`config.mk`:
```
export PLATFORM = sky130hd
export DESIGN_NAME = tmr_stroke_watchdog
export DESIGN_NICKNAME = d
export VERILOG_FILES = /design/src/rtl/wdm_pkg.sv /design/src/rtl/wdm_stroke_edge.sv /design/src/rtl/wdm_silence_timer.sv /design/src/rtl/wdm_vote_fsm.sv /design/src/rtl/tmr_stroke_watchdog.sv
export SDC_FILE = /design/constraint.sdc
export NUM_CORES = 1
export LEC_CHECK = 0
export BUFFER_PORTS_ARGS = -buffer_cell sky130_fd_sc_hd__buf_2
export CAP_MARGIN = 20
export CORE_UTILIZATION = 56
export CTS_CLUSTER_SIZE = 25
export DETAILED_ROUTE_END_ITERATION = 16
export PLACE_DENSITY = 0.84
export SLEW_MARGIN = 10
export SYNTH_ARGS = -nofsm -noshare
export SYNTH_HDL_FRONTEND = slang
export SYNTH_SLANG_ARGS = --single-unit
```
`constraint.sdc`:
```
create_clock -name clk -period 3.67 [get_ports clk]
set_clock_uncertainty 0.2 [all_clocks]
set_input_delay 1.101 -clock clk [delete_from_list [all_inputs] [get_ports clk]]
set_output_delay 1.101 -clock clk [all_outputs]
set_load 0.01 [all_outputs]
```
`src/rtl/wdm_pkg.sv`:
```
package wdm_pkg;
    typedef enum logic [1:0] {
        ST_ALL_OK     = 2'd0,
        ST_ONE_DOWN   = 2'd1,
        ST_MULTI_DOWN = 2'd2,
        ST_TRIPPED    = 2'd3
    } wdm_state_e;
endpackage

```
`src/rtl/wdm_stroke_edge.sv`:
```
// Two-flop synchroniser followed by a rising-edge detector.
module wdm_stroke_edge (
    input  logic clk,
    input  logic rst,
    input  logic stroke_async,
    output logic rise_pulse
);
    logic meta_q, sync_q, last_q;

    always_ff @(posedge clk) begin
        if (rst) begin
            meta_q <= 1'b0;
            sync_q <= 1'b0;
            last_q <= 1'b0;
        end else begin
            meta_q <= stroke_async;
            sync_q <= meta_q;
            last_q <= sync_q;
        end
    end

    always_comb rise_pulse = sync_q & ~last_q;
endmodule

```
`src/rtl/wdm_silence_timer.sv`:
```
// Counts cycles since the last stroke; saturates at the silence limit.
module wdm_silence_timer #(
    parameter int unsigned SILENCE_TICKS = 300_000
) (
    input  logic clk,
    input  logic rst,
    input  logic rise_pulse,
    output logic is_down
);
    localparam int CW = $clog2(SILENCE_TICKS + 1);
    localparam logic [CW-1:0] LIMIT = CW'(SILENCE_TICKS);

    logic [CW-1:0] quiet_q;

    always_ff @(posedge clk) begin
        if (rst || rise_pulse) begin
            quiet_q <= '0;
        end else if (quiet_q != LIMIT) begin
            quiet_q <= quiet_q + 1'b1;
        end
    end

    always_comb is_down = (quiet_q == LIMIT);
endmodule

```
`src/rtl/wdm_vote_fsm.sv`:
```
// Picks the grace period from the number of down processors and trips.
module wdm_vote_fsm
    import wdm_pkg::*;
#(
    parameter int unsigned N_PROC       = 3,
    parameter int unsigned SINGLE_TICKS = 600_000_000,
    parameter int unsigned MULTI_TICKS  = 2_000_000
) (
    input  logic              clk,
    input  logic              rst,
    input  logic [N_PROC-1:0] down_vec,
    output logic              trip
);
    localparam int TW = $clog2(SINGLE_TICKS + 1);
    localparam int NW = $clog2(N_PROC + 1);
    localparam logic [TW-1:0] SINGLE_LAST = TW'(SINGLE_TICKS - 1);
    localparam logic [TW-1:0] MULTI_LAST  = TW'(MULTI_TICKS - 1);
    localparam logic [NW-1:0] CNT_ZERO    = '0;
    localparam logic [NW-1:0] CNT_ONE     = NW'(1);

    wdm_state_e    state_q, state_d;
    logic [TW-1:0] tmr_q, tmr_d;
    logic [NW-1:0] n_down;

    always_comb begin
        n_down = '0;
        for (int i = 0; i < int'(N_PROC); i++) begin
            n_down = n_down + NW'(down_vec[i]);
        end
    end

    always_comb begin
        state_d = state_q;
        tmr_d   = tmr_q + 1'b1;
        unique case (state_q)
            ST_ALL_OK: begin
                tmr_d = '0;
                if (n_down > CNT_ONE)       state_d = ST_MULTI_DOWN;
                else if (n_down == CNT_ONE) state_d = ST_ONE_DOWN;
            end
            ST_ONE_DOWN: begin
                if (n_down == CNT_ZERO) begin
                    state_d = ST_ALL_OK;
                    tmr_d   = '0;
                end else if (n_down > CNT_ONE) begin
                    state_d = ST_MULTI_DOWN;
                    tmr_d   = '0;
                end else if (tmr_q == SINGLE_LAST) begin
                    state_d = ST_TRIPPED;
                end
            end
            ST_MULTI_DOWN: begin
                if (n_down == CNT_ZERO) begin
                    state_d = ST_ALL_OK;
                    tmr_d   = '0;
                end else if (n_down == CNT_ONE) begin
                    state_d = ST_ONE_DOWN;
                    tmr_d   = '0;
                end else if (tmr_q == MULTI_LAST) begin
                    state_d = ST_TRIPPED;
                end
            end
            ST_TRIPPED: begin
                tmr_d = tmr_q;
            end
        endcase
    end

    always_ff @(posedge clk) begin
        if (rst) begin
            state_q <= ST_ALL_OK;
            tmr_q   <= '0;
        end else begin
            state_q <= state_d;
            tmr_q   <= tmr_d;
        end
    end

    always_comb trip = (state_q == ST_TRIPPED);
endmodule

```
`src/rtl/tmr_stroke_watchdog.sv`:
```
module tmr_stroke_watchdog #(
    parameter int unsigned N_PROC        = 3,
    parameter int unsigned SILENCE_TICKS = 300_000,
    parameter int unsigned SINGLE_TICKS  = 600_000_000,
    parameter int unsigned MULTI_TICKS   = 2_000_000
) (
    input  logic              clk,
    input  logic              rst,
    input  logic [N_PROC-1:0] stroke,
    output logic              err_out
);
    logic [N_PROC-1:0] pulse_v;
    logic [N_PROC-1:0] down_v;

    for (genvar g = 0; g < int'(N_PROC); g++) begin : g_proc
        wdm_stroke_edge u_edge (
            .clk          (clk),
            .rst          (rst),
            .stroke_async (stroke[g]),
            .rise_pulse   (pulse_v[g])
        );
        wdm_silence_timer #(.SILENCE_TICKS(SILENCE_TICKS)) u_quiet (
            .clk        (clk),
            .rst        (rst),
            .rise_pulse (pulse_v[g]),
            .is_down    (down_v[g])
        );
    end

    wdm_vote_fsm #(
        .N_PROC       (N_PROC),
        .SINGLE_TICKS (SINGLE_TICKS),
        .MULTI_TICKS  (MULTI_TICKS)
    ) u_fsm (
        .clk      (clk),
        .rst      (rst),
        .down_vec (down_v),
        .trip     (err_out)
    );
endmodule

```
==> results.toml <==
[sta]
fin_crit_sh = 0.9044
max_slew_margin = 0.5255
finalSetupViolations = 0
hold_viol = 0
tightest_slew_ns = 0.7053
setup_tns_ns = 0
rsz0062_at_grt = "no"
max_freq_mhz = 301.3
min_period_ns = 3.319
slew_viol_final = 0

[route]
met3_wirelength_um = 258
wire_per_inst_um = 13.52
drt_iter0_markers = 144
vias = 3657
firstDrtPassIters = 4
drcViolationCount = 0
wl_met2_um = 4239
wl_met1_um = 4069
wl_um = 8692
final_antenna_net_count = 0
vias_per_cell = 5.687
top_layer = "met4"

[synth]
synth_edf_count = 0
synthMostInstantiatedCell = "dfxtp_1"
syn_inst = 531
ys.flop_type = "dfxtp_1"
synth.distinct_cells = 47
syn_area_per_cell_um2 = 8.610
synthTopCellsByArea = "dfxtp_1, nor2_1, xor2_1"
seq_area_frac_synth = 0.4291
async_flop_share = 0
ys_seq_elements = 98
synthTopCellsByCount = "dfxtp_1, nor2_1, nand3_1, xor2_1, nand2_1"
yosysWarningCount = 0
synth_top_area_frac = 0.4291
netlist_area_mm2 = 0.004572
syn_nets = 548
synth_largest_area_cell = "dfxtp_1"

[setup_path]
crit_path_max_incr_delay_ns = 0.47
critPathMaxFanout = 20
path_buf_inv = 2
crit_slowest_cell = "fa_1"
start_kind = "flip-flop"
crit_path_frequent_cell = "buf_4"
critPathRequiredTime_ns = 3.72
end_kind = "flip-flop"
critical_path_class = "reg2reg"
arrival_ns = 3.37
crit_chain = "nor4b_1 -> nand2_1 -> nor3_1 -> buf_4 -> fa_1 -> and3b_1 -> o21ai_0 -> a21o_1 -> buf_4 -> a21oi_1"
critPathTopFamily = "simple AND/OR/NAND/NOR gates"

[flow_run]
timing.max_cap.violations = 0

[die]
die_h_um = 92.36
rows = 32
start_util = 0.5856
ios = 6
core_area_mm2 = 0.007807
die_w_um = 92.36
dieArea_mm2 = 0.008529

[layout]
synthToLayoutAreaGrowth_pct = 7.198
final_cells = 643
fill_cells = 629
antenna_cells = 0
drive_gt1_frac = 0.06839
postLayoutCellArea_mm2 = 0.004901
final_util = 0.6277
final_nets = 553

[clock_network]
post_cts_buffers = 0
clk_pin_slew_ns = 0.09
root_buffer = "clkbuf_8"
cts_buffers = 9
clock_latency_ns = 0.36
clock_tree.buffer_depth = 2
htree_levels = 3
cts_tree = "done"
cts_hold_buf = 0
cts_sinks = 98
ctsResizeCount = 0

[placement]
placed_cell_area_mm2 = 0.004698
dp_hpwl_um = 6158
dp.cells = 627
routabilityCongestion = 0.8113
port-buffer-count = 5

[global_routing]
grt_max_degree = 21
antenna_found_initial = 0
grt_pass1_vias = 3560
grt_pass1_wl_um = 15500
grt.total_usage = 0.2231
grt_overflow = 0

[power]
power.density_mw_per_mm2 = 380.4
peakVddDrop_v = 0.0002944
leakagePower_nw = 1.626
total_power_mw = 1.864

[run_status]
outcome = "complete, no violations"

[hold_path]
hold_path.class = "reg2reg"
[stage by stage]
| step | setup slack [ns] | hold WS, ns |
|---|---|---|
| 2_1_floorplan | 0.1918 | 0.2138 |
| 3_3_place_gp | 0.4686 | 0.2217 |
| 3_5_place_dp | 0.3532 | 0.2267 |
| 4_1_cts | 0.3311 | 0.2500 |
| 5_1_grt | 0.07546 | 0.2703 |
| 6_report | 0.3509 | 0.2446 |
[cells in the final DEF (no fill, tap or decap), types with 2 or more instances in the layout]
master and count:
clkbuf_8 10, o211ai_1 5, and3_1 7, buf_4 5
nand2b_1 5, xor2_1 32, ha_1 11, and3b_1 2
o21ai_0 17, nor4bb_1 3, nand4_1 18, and4_1 4
or4_1 8, nor2_1 76, a21o_1 4, dfxtp_1 98
xnor2_1 29, nand2_1 30, or4b_2 2, or3b_2 2
nor2b_1 11, or3_1 14, inv_1 21, nor3_1 21
mux2i_1 5, buf_2 5, clkinv_2 2, nand3_1 33
nor4b_1 7, nor4_1 11, and2_1 2, a21oi_1 21
[kinds of logic (layout without fill, tap and decap cells)]
group                    count (synthesis)  in the layout  share of synthesized area
AND/OR/NAND/NOR                        266            266                     0.3114
flip-flops                              98             98                     0.4291
XOR/XNOR                                61             61                     0.1169
AO/OA/AOI/OAI                           51             51                    0.06349
buffers and inverters                   37             47                    0.03120
adder cells (fa/ha/maj)                 12             12                    0.03448
multiplexers                             6              6                    0.01341
[worst register-to-register path: stages, from the launching register on]
cell and delay, ns:
dfxtp_1 0.37, nor4b_1 0.31, nand2_1 0.09, nor3_1 0.34, buf_4 0.22, fa_1 0.47, and3b_1 0.23, o21ai_0 0.22
a21o_1 0.36, buf_4 0.32, a21oi_1 0.08
[power by group]
group	internal (mW)	total, mW	switching (mW)
clock	0.335	0.707	0.372
sequential	1.08	1.09	0.0134
combinational	0.0272	0.0678	0.0406
total	1.44	1.86	0.426
[cell type report]
type	instances	area [um2]	share of cell area
clock buffer	10	137.6	0.02808
clock inverter	6	65.06	0.01328
sequential	98	1962	0.4003
timing repair buffer	10	62.56	0.01276
multi-input combinational	396	2467	0.5034
tap	102	127.6	0.02604
inverter	21	78.83	0.01608
[state kept, by name (all words and copies together) (netlist names)]
name and cells:
g_proc.u_quiet.quiet_q 57, u_fsm.tmr_q 30, g_proc.u_edge.last_q 3, g_proc.u_edge.meta_q 3
g_proc.u_edge.sync_q 3, u_fsm.state_q 2
[path summary, 6_finish.rpt]
| path | depth (start not counted) | to | slack, ns | startpoint |
|---|---|---|---|---|
| min | 1 | g_proc[2].u_edge.sync_q$_SDFF_PP0_ | 0.24 | g_proc[2].u_edge.meta_q$_SDFF_PP0_ |
| max | 10 | u_fsm.tmr_q[10]$_SDFFE_PP0N_ | 0.35 | g_proc[0].u_quiet.quiet_q[10]$_SDFFE_PP0P_ |
| max reg2reg | 10 | u_fsm.tmr_q[10]$_SDFFE_PP0N_ | 0.35 | g_proc[0].u_quiet.quiet_q[10]$_SDFFE_PP0P_ |
| min reg2reg | 1 | g_proc[2].u_edge.sync_q$_SDFF_PP0_ | 0.24 | g_proc[2].u_edge.meta_q$_SDFF_PP0_ |
[layer usage]
layer	GRT usage	up-vias
met4	0.09115	0
met2	0.3790	47
li1	-	1853
met1	0.2778	1746
met3	0.04105	11
met5	0	-
Power figures use the tool's default switching activity.
